==> src/rtl/mii_mgmt_pkg.sv <==
package mii_mgmt_pkg;

    localparam logic [4:0] REG_CTRL  = 5'd0;
    localparam logic [4:0] REG_STAT  = 5'd1;
    localparam logic [4:0] REG_ID1   = 5'd2;
    localparam logic [4:0] REG_ID2   = 5'd3;
    localparam logic [4:0] REG_ADV   = 5'd4;
    localparam logic [4:0] REG_VSTAT = 5'd17;
    localparam logic [4:0] REG_IMASK = 5'd18;
    localparam logic [4:0] REG_ISTAT = 5'd19;
    localparam logic [4:0] REG_LED   = 5'd20;

    localparam int PRE_ONES  = 32;
    localparam int DATA_BITS = 16;

    typedef enum logic [3:0] {
        S_PRE,
        S_ST,
        S_OP,
        S_PHY,
        S_REG,
        S_RTA1,
        S_RTA2,
        S_RDAT,
        S_WTA,
        S_WDAT
    } frame_st_e;

    typedef struct packed {
        frame_st_e   st;
        logic [5:0]  cnt;
        logic [1:0]  op;
        logic [4:0]  phy;
        logic [4:0]  regad;
        logic [15:0] sh;
        logic        o;
        logic        oe;
    } rx_state_t;

endpackage

==> src/rtl/mii_frame_engine.sv <==
module mii_frame_engine
    import mii_mgmt_pkg::*;
(
    input  logic        mdc,
    input  logic        rst_n,
    input  logic [4:0]  phy_addr_i,
    input  logic        mdio_i,
    output logic        mdio_o,
    output logic        mdio_oe_o,
    input  logic [15:0] rd_data_i,
    output logic        rd_req_o,
    output logic [4:0]  rd_addr_o,
    output logic        wr_en_o,
    output logic [4:0]  wr_addr_o,
    output logic [15:0] wr_data_o
);

    rx_state_t  fr_d, fr_q;
    logic       phy_hit;
    logic [1:0] op_next;

    assign phy_hit = (fr_q.phy == phy_addr_i);
    assign op_next = {fr_q.op[0], mdio_i};

    always_comb begin
        fr_d      = fr_q;
        rd_req_o  = 1'b0;
        wr_en_o   = 1'b0;
        wr_data_o = {fr_q.sh[14:0], mdio_i};
        case (fr_q.st)
            S_PRE: begin
                if (mdio_i) begin
                    if (fr_q.cnt != 6'(PRE_ONES)) fr_d.cnt = fr_q.cnt + 6'd1;
                end else begin
                    if (fr_q.cnt == 6'(PRE_ONES)) fr_d.st = S_ST;
                    fr_d.cnt = 6'd0;
                end
            end
            S_ST: begin
                if (mdio_i) begin
                    fr_d.st  = S_OP;
                    fr_d.cnt = 6'd1;
                end else begin
                    fr_d.st  = S_PRE;
                    fr_d.cnt = 6'd0;
                end
            end
            S_OP: begin
                fr_d.op = op_next;
                if (fr_q.cnt == 6'd0) begin
                    if (op_next == 2'b10 || op_next == 2'b01) begin
                        fr_d.st  = S_PHY;
                        fr_d.cnt = 6'd4;
                    end else begin
                        fr_d.st  = S_PRE;
                        fr_d.cnt = 6'd0;
                    end
                end else begin
                    fr_d.cnt = fr_q.cnt - 6'd1;
                end
            end
            S_PHY: begin
                fr_d.phy = {fr_q.phy[3:0], mdio_i};
                if (fr_q.cnt == 6'd0) begin
                    fr_d.st  = S_REG;
                    fr_d.cnt = 6'd4;
                end else begin
                    fr_d.cnt = fr_q.cnt - 6'd1;
                end
            end
            S_REG: begin
                fr_d.regad = {fr_q.regad[3:0], mdio_i};
                if (fr_q.cnt == 6'd0) begin
                    if (fr_q.op == 2'b10) begin
                        fr_d.st = S_RTA1;
                    end else begin
                        fr_d.st  = S_WTA;
                        fr_d.cnt = 6'd1;
                    end
                end else begin
                    fr_d.cnt = fr_q.cnt - 6'd1;
                end
            end
            S_RTA1: begin
                rd_req_o = phy_hit;
                fr_d.st  = S_RTA2;
                fr_d.sh  = rd_data_i;
                fr_d.oe  = phy_hit;
                fr_d.o   = 1'b0;
            end
            S_RTA2: begin
                fr_d.st  = S_RDAT;
                fr_d.cnt = 6'(DATA_BITS - 1);
                fr_d.o   = fr_q.sh[15];
            end
            S_RDAT: begin
                if (fr_q.cnt == 6'd0) begin
                    fr_d.st  = S_PRE;
                    fr_d.oe  = 1'b0;
                    fr_d.o   = 1'b0;
                end else begin
                    fr_d.cnt = fr_q.cnt - 6'd1;
                    fr_d.o   = fr_q.sh[fr_q.cnt[3:0] - 4'd1];
                end
            end
            S_WTA: begin
                if (fr_q.cnt == 6'd0) begin
                    fr_d.st  = S_WDAT;
                    fr_d.cnt = 6'(DATA_BITS - 1);
                end else begin
                    fr_d.cnt = fr_q.cnt - 6'd1;
                end
            end
            S_WDAT: begin
                fr_d.sh = {fr_q.sh[14:0], mdio_i};
                if (fr_q.cnt == 6'd0) begin
                    wr_en_o  = phy_hit;
                    fr_d.st  = S_PRE;
                end else begin
                    fr_d.cnt = fr_q.cnt - 6'd1;
                end
            end
            default: begin
                fr_d.st  = S_PRE;
                fr_d.cnt = 6'd0;
            end
        endcase
    end

    always_ff @(posedge mdc or negedge rst_n) begin
        if (!rst_n) begin
            fr_q.st    <= S_PRE;
            fr_q.cnt   <= 6'd0;
            fr_q.op    <= 2'b00;
            fr_q.phy   <= 5'd0;
            fr_q.regad <= 5'd0;
            fr_q.sh    <= 16'd0;
            fr_q.o     <= 1'b0;
            fr_q.oe    <= 1'b0;
        end else begin
            fr_q <= fr_d;
        end
    end

    assign mdio_o    = fr_q.o;
    assign mdio_oe_o = fr_q.oe;
    assign rd_addr_o = fr_q.regad;
    assign wr_addr_o = fr_q.regad;

    // the first driven bit is the zero of the second turnaround bit
    assert_ta_zero_R2: assert property (@(posedge mdc) disable iff (!rst_n)
        $rose(mdio_oe_o) |-> (mdio_o == 1'b0));

    // the line is released only after the last data bit
    assert_release_R2: assert property (@(posedge mdc) disable iff (!rst_n)
        $fell(mdio_oe_o) |-> $past(fr_q.st == S_RDAT));

    // driving starts only after a read request for this PHY
    assert_drive_match_R1: assert property (@(posedge mdc) disable iff (!rst_n)
        $rose(mdio_oe_o) |-> $past(rd_req_o));

endmodule

==> src/rtl/mii_reg_bank.sv <==
module mii_reg_bank
    import mii_mgmt_pkg::*;
#(
    parameter int          RST_CYCLES = 64,
    parameter logic [15:0] ID_HI      = 16'h2B47,
    parameter logic [5:0]  OUI_LO     = 6'h15,
    parameter logic [5:0]  MODEL      = 6'h0E,
    parameter logic [3:0]  REV        = 4'h3,
    parameter logic [15:0] ADV_DEF    = 16'h01E1,
    parameter logic [15:0] LED_DEF    = 16'h4220
) (
    input  logic        mdc,
    input  logic        rst_n,
    input  logic        rd_req_i,
    input  logic [4:0]  rd_addr_i,
    output logic [15:0] rd_data_o,
    input  logic        wr_en_i,
    input  logic [4:0]  wr_addr_i,
    input  logic [15:0] wr_data_i,
    input  logic        link_up_i,
    input  logic        speed100_i,
    input  logic        full_duplex_i,
    input  logic        tx_active_i,
    input  logic        rx_active_i,
    input  logic        an_done_i,
    output logic        int_n_o,
    output logic [15:0] ctrl_o,
    output logic [15:0] led_cfg_o
);

    localparam int          RST_W      = $clog2(RST_CYCLES + 1);
    localparam logic [14:0] CTRL_DEF   = 15'h3100;
    localparam logic [14:0] CTRL_WMASK = 15'h7FC0;
    localparam logic [15:0] STAT_FIXED = 16'h7809;

    typedef struct packed {
        logic [14:0]      ctrl;
        logic [15:0]      adv;
        logic [3:0]       mask;
        logic [15:0]      led;
        logic [3:0]       ev;
        logic             link_lat;
        logic [3:0]       prev;
        logic [RST_W-1:0] rst_cnt;
    } bank_t;

    bank_t      rb_d, rb_q;
    logic [3:0] live;
    logic [3:0] new_ev;
    logic       busy;
    logic       pending;
    logic       clr_ev;

    assign live    = {an_done_i, speed100_i, full_duplex_i, link_up_i};
    assign new_ev  = {an_done_i & ~rb_q.prev[3], live[2:0] ^ rb_q.prev[2:0]};
    assign busy    = (rb_q.rst_cnt != '0);
    assign pending = |(rb_q.ev & rb_q.mask);
    assign clr_ev  = rd_req_i && (rd_addr_i == REG_ISTAT);

    always_comb begin
        case (rd_addr_i)
            REG_CTRL:  rd_data_o = {busy, rb_q.ctrl};
            REG_STAT:  rd_data_o = STAT_FIXED | {10'd0, an_done_i, 2'b00, rb_q.link_lat, 2'b00};
            REG_ID1:   rd_data_o = ID_HI;
            REG_ID2:   rd_data_o = {OUI_LO, MODEL, REV};
            REG_ADV:   rd_data_o = rb_q.adv;
            REG_VSTAT: rd_data_o = {1'b0, speed100_i, tx_active_i, rx_active_i, 1'b0,
                                    link_up_i, full_duplex_i, 1'b0, an_done_i, 7'd0};
            REG_IMASK: rd_data_o = {8'd0, rb_q.mask, 4'd0};
            REG_ISTAT: rd_data_o = {8'd0, rb_q.ev, 1'b0, pending, 2'b00};
            REG_LED:   rd_data_o = rb_q.led;
            default:   rd_data_o = 16'd0;
        endcase
    end

    always_comb begin
        rb_d          = rb_q;
        rb_d.prev     = live;
        rb_d.ev       = (clr_ev ? 4'd0 : rb_q.ev) | new_ev;
        rb_d.link_lat = (rd_req_i && rd_addr_i == REG_STAT) ? link_up_i
                                                            : (rb_q.link_lat & link_up_i);
        if (wr_en_i) begin
            case (wr_addr_i)
                REG_CTRL: begin
                    if (!busy) begin
                        rb_d.ctrl = wr_data_i[14:0] & CTRL_WMASK;
                        if (wr_data_i[15]) rb_d.rst_cnt = RST_W'(RST_CYCLES);
                    end
                end
                REG_ADV:   rb_d.adv  = wr_data_i;
                REG_IMASK: rb_d.mask = wr_data_i[7:4];
                REG_LED:   rb_d.led  = wr_data_i;
                default: ;
            endcase
        end
        if (busy) begin
            rb_d.rst_cnt = rb_q.rst_cnt - 1'b1;
            if (rb_q.rst_cnt == RST_W'(1)) begin
                rb_d.ctrl = CTRL_DEF;
                rb_d.adv  = ADV_DEF;
                rb_d.mask = 4'd0;
                rb_d.led  = LED_DEF;
                rb_d.ev   = 4'd0;
            end
        end
    end

    always_ff @(posedge mdc or negedge rst_n) begin
        if (!rst_n) begin
            rb_q.ctrl     <= CTRL_DEF;
            rb_q.adv      <= ADV_DEF;
            rb_q.mask     <= 4'd0;
            rb_q.led      <= LED_DEF;
            rb_q.ev       <= 4'd0;
            rb_q.link_lat <= 1'b0;
            rb_q.prev     <= 4'd0;
            rb_q.rst_cnt  <= '0;
        end else begin
            rb_q <= rb_d;
        end
    end

    assign int_n_o   = ~pending;
    assign ctrl_o    = {busy, rb_q.ctrl};
    assign led_cfg_o = rb_q.led;

    // a cycle with the link down leaves the latched bit at zero
    assert_link_latch_R6: assert property (@(posedge mdc) disable iff (!rst_n)
        !link_up_i |=> !rb_q.link_lat);

    // reading the event word with no new event leaves it empty
    assert_clear_on_read_R9: assert property (@(posedge mdc) disable iff (!rst_n)
        (clr_ev && new_ev == 4'd0) |=> (rb_q.ev == 4'd0));

    // the end of a soft reset restores the defaults
    assert_selfclear_R5: assert property (@(posedge mdc) disable iff (!rst_n)
        $fell(busy) |-> (rb_q.ctrl == CTRL_DEF && rb_q.mask == 4'd0));

    // an enabled event pulls the interrupt low on the next cycle
    assert_irq_R10: assert property (@(posedge mdc) disable iff (!rst_n)
        (new_ev[3] && rb_q.mask[3] && !wr_en_i && !busy) |=> !int_n_o);

endmodule

==> src/rtl/mii_mgmt_slave.sv <==
module mii_mgmt_slave #(
    parameter int          RST_CYCLES = 64,
    parameter logic [15:0] ID_HI      = 16'h2B47,
    parameter logic [5:0]  OUI_LO     = 6'h15,
    parameter logic [5:0]  MODEL      = 6'h0E,
    parameter logic [3:0]  REV        = 4'h3
) (
    input  logic        mdc,
    input  logic        rst_n,
    input  logic [4:0]  phy_addr_i,
    input  logic        mdio_i,
    output logic        mdio_o,
    output logic        mdio_oe,
    input  logic        link_up_i,
    input  logic        speed100_i,
    input  logic        full_duplex_i,
    input  logic        tx_active_i,
    input  logic        rx_active_i,
    input  logic        an_done_i,
    output logic        int_n_o,
    output logic [15:0] ctrl_o,
    output logic [15:0] led_cfg_o
);

    logic        rd_req;
    logic [4:0]  rd_addr;
    logic [15:0] rd_data;
    logic        wr_en;
    logic [4:0]  wr_addr;
    logic [15:0] wr_data;

    mii_frame_engine u_frame (
        .mdc       (mdc),
        .rst_n     (rst_n),
        .phy_addr_i(phy_addr_i),
        .mdio_i    (mdio_i),
        .mdio_o    (mdio_o),
        .mdio_oe_o (mdio_oe),
        .rd_data_i (rd_data),
        .rd_req_o  (rd_req),
        .rd_addr_o (rd_addr),
        .wr_en_o   (wr_en),
        .wr_addr_o (wr_addr),
        .wr_data_o (wr_data)
    );

    mii_reg_bank #(
        .RST_CYCLES(RST_CYCLES),
        .ID_HI     (ID_HI),
        .OUI_LO    (OUI_LO),
        .MODEL     (MODEL),
        .REV       (REV)
    ) u_bank (
        .mdc          (mdc),
        .rst_n        (rst_n),
        .rd_req_i     (rd_req),
        .rd_addr_i    (rd_addr),
        .rd_data_o    (rd_data),
        .wr_en_i      (wr_en),
        .wr_addr_i    (wr_addr),
        .wr_data_i    (wr_data),
        .link_up_i    (link_up_i),
        .speed100_i   (speed100_i),
        .full_duplex_i(full_duplex_i),
        .tx_active_i  (tx_active_i),
        .rx_active_i  (rx_active_i),
        .an_done_i    (an_done_i),
        .int_n_o      (int_n_o),
        .ctrl_o       (ctrl_o),
        .led_cfg_o    (led_cfg_o)
    );

endmodule

==> config.mk <==
export PLATFORM = sky130hd
export DESIGN_NAME = mii_mgmt_slave
export DESIGN_NICKNAME = d
export VERILOG_FILES = /design/src/rtl/mii_mgmt_pkg.sv /design/src/rtl/mii_frame_engine.sv /design/src/rtl/mii_reg_bank.sv /design/src/rtl/mii_mgmt_slave.sv
export SDC_FILE = /design/constraint.sdc
export NUM_CORES = 1
export LEC_CHECK = 0
export ABC_CLOCK_PERIOD_IN_PS = 4100
export BUFFER_PORTS_ARGS = -buffer_cell sky130_fd_sc_hd__clkbuf_2
export CAP_MARGIN = 20
export CORE_UTILIZATION = 35
export DETAILED_ROUTE_END_ITERATION = 6
export PLACE_DENSITY = 0.56
export SYNTH_ARGS = -nofsm -noshare
export SYNTH_HDL_FRONTEND = slang
export SYNTH_HIERARCHICAL = 1
export SYNTH_SLANG_ARGS = --single-unit
==> constraint.sdc <==
create_clock -name mdc -period 4.1 [get_ports mdc]
set_input_delay 0.41 -clock mdc [delete_from_list [all_inputs] [get_ports mdc]]
set_output_delay 0.41 -clock mdc [all_outputs]
set_load 0.02 [all_outputs]
==> metrics.csv <==
metric;value;unit
status;finished, final reports clean;
max_clock_freq;0.333;GHz
drt_wl_total;17600;um
fp.coreArea;18200;um^2
timing.critical_path.buf_inv;1;
max-clock-path-buffers;2;
chipWidth;139;um
layout_setup_ws;1.10;ns
grt_start_max_net_pins;51;
synth_cell_type_count;81;
clock-skew-final;0.0122;ns
timing.hold.worst.class;primary input to asynchronous set/reset pin;
path_cells;buf_4, nand2b_1, or2_2, nor3_1, nor4b_4, nand3_1, nand2_1, a21oi_1;
syn_avg_cell_area;9.63;um^2
timing.final.hold_violations;0;
cts.repair_timing.setup_buffer_count;0;
synthesis.nets;705;
internal-power;2.36;mW
power.share.combinational;0.371;
startpoint_type;flip-flop;
root_buffer;clkbuf_16;
place_congestion;0.941;
io-pin-count;49;
syn_to_final_growth;4.23;%
final_core_util;0.377;
synth-xor-area-share;0.0279;
initial_cell_density_of_the_core;0.362;
power.total;3.88;mW
clk_latency;0.36;ns
drv.max_cap_violation_count;0;
ff_latch_area;2690;um^2
global_route.overflow_total;0;
netlist_instances;685;
finalSetupViolations;0;
critPathTopFamily;simple AND/OR/NAND/NOR gates;
drt_pass1_iterations;5;
fin_area;6870;um^2
cpPeakStageDelay;0.55;ns
wire_length_of_the_first_global_routing_pass;28300;um
timing.critical_path.slowest_stage_cell;nand3_1;
final.hold.worst_slack;0.0657;ns
powerDensity;564;nW/um^2
cts_made_buffers;9;
numPortBuffers;48;
drcViolationCount;0;
power.net_switching;1.51;mW
synth_top_area_cell;dfrtp_1;
placement_rows;49;
cts_resized;0;
fin_setup_tns;0;ns
die_height;139;um
ys_ff_latch;107;
clock_power_share;0.248;
synthFlopType;dfrtp_1;
routed-via-count;4992;
tightestPinTransition;1.11;ns
grt_pass1_vias;5068;
synth.top_cell.area_share;0.364;
antenna_left;0;
detailedPlacementHpwl;12200;um
synth_compound_area_frac;0.153;
dp.cells;878;
max-vdd-ir-drop;222;uV
final-instance-count-excl-fill;894;
synth.area.top_cells;dfrtp_1, buf_4, mux2i_1;
synth_fa_ha_area_frac;0.0114;
report.final.slew_viol_count;0;
numClockSinks;107;
syn_area;6590;um^2
synth.area.mux_share;0.0968;
wire_per_inst;19.7;um
most_repeated_cell_in_the_gate_level_netlist_after_synthesis;dfrtp_1;
yosysWarningCount;6;
final_layout_size_suffix_gt1_frac;0.197;
finish.net_count;680;
main_combinational_cell_family_by_area_after_synthesis;simple AND/OR/NAND/NOR gates;
avgViaCountPerCell;5.58;
slew_headroom;0.259;
grt_antenna_before_repair;0;
cts_tree;done;
final_min_period_over_clock_period;0.732;
multiInputGateArea;3160;um^2
insertedDiodeCount;0;
worstPathArrival;3.19;ns
first_iter_violations;409;
critPathKind;flip-flop to flip-flop;
synth_async_sr_flop_share;1.00;
fp.dieArea;19400;um^2
synth_enable_flop_cells;0;
post_synth_and_or_nand_nor_area_fraction;0.188;
globalRouteTotalUtil;0.187;
sequentialPowerShare;0.381;
synth_seq_area_share;0.408;
crit_required;4.28;ns
place_area;6550;um^2
layout.filler_cells;1786;
h-tree-depth;3;
netSwitchingFraction;0.390;
period_needed;3.00;ns
critical_path.endpoint_type;flip-flop;
place_ws;1.19;ns
worstPathMaxFanout;25;
static-leakage-power;3.05;nW
grt_setup_unrepaired;false;
clk_transition_reported_paths;0.08;ns
ys_top_cells_by_count;dfrtp_1, nand2_1, buf_4, nor2_1, mux2i_1;
postCtsHoldBufs;0;
[routing by layer]
metal  vias to the layer above  global-route usage  wire (um)
li1                       2321                   -          -
met1                      2501               0.239       7950
met2                       143               0.314       8500
met3                        27              0.0289        780
met4                         0              0.0789        416
met5                         -                   0          0
[final cells by class]
class                   instances  share of cell area
clock inverters                 7              0.0147
repair buffers                 64              0.0528
flip-flops and latches        107               0.392
clock buffers                   9              0.0328
well taps                     229              0.0417
multi-input cells             465               0.459
inverters                      13             0.00710
[sequential cells by signal (all words and copies together), names as in the netlist]
| name | cells |
|---|---|
| u_frame/fr_q | 18 |
| u_bank/rb_q | 36 |
| u_frame/wr_data_o | 15 |
| u_frame/mdio_oe_o | 1 |
| u_bank/ctrl_o | 15 |
| u_frame/rd_addr_o | 5 |
| u_bank/led_cfg_o | 16 |
| u_frame/mdio_o | 1 |
[power groups by stage]
| stage | combinational [mW] | sequential [mW] | clock [mW] |
|---|---|---|---|
| 6_report | 1.44 | 1.48 | 0.961 |
| 4_1_cts | 1.43 | 1.47 | 0.985 |
| 3_3_place_gp | 1.40 | 1.48 | 0 |
| 5_1_grt | 1.58 | 1.51 | 1.03 |
| 3_5_place_dp | 1.42 | 1.49 | 0 |
| 2_1_floorplan | 1.29 | 1.37 | 0 |
[cells in the final DEF, fill, tap and decap left out, types with 3 or more instances in the layout]
cell and count:
nand3_1 29, inv_1 13, clkbuf_2 47, a21oi_1 37, nand3b_1 4, clkbuf_16 9
a22oi_1 20, nand2_1 78, nand2b_1 9, and3_1 11, mux2i_1 39, o21ai_0 29
o311ai_0 4, nor3_1 22, nor3b_1 3, dfrtp_1 96, dfstp_2 11, a31oi_1 6
xor2_1 11, nand4_1 4, o2bb2ai_1 3, xnor2_1 10, mux2_2 13, buf_4 17
nor2b_1 7, mux4_2 4, o211ai_1 3, nor2_1 46, ha_1 6, o22ai_1 3
[path summary, 6_finish.rpt]
| path | start | end | slack, ns | cells after the start |
|---|---|---|---|---|
| worst max-delay path | u_frame/fr_q[36] | u_bank/led_cfg_o[0] | 1.10 | 8 |
| worst min-delay path | rst_n | u_frame/fr_q[39] | 0.07 | 1 |
| worst max register to register | u_frame/fr_q[36] | u_bank/led_cfg_o[0] | 1.10 | 8 |
| worst min register to register | u_frame/mdio_oe_o | u_frame/mdio_oe_o | 0.50 | 1 |
| max in group asynchronous | rst_n | u_bank/rb_q[41] | 3.09 | 2 |
| min in group mdc | speed100_i | u_bank/rb_q[9] | 0.21 | 1 |
[kinds of logic (layout without fill, tap and decap cells)]
logic type                 after synthesis  after routing
adders and majority gates                6              6
AOI/OAI and AO/OA                      142            142
muxes                                   57             57
buffers and inverters                  113             93
DFF                                    107            107
xor gates and xnor gates                21             21
and+or+nand+nor                        239            239
Power figures use the tool's default switching activity.
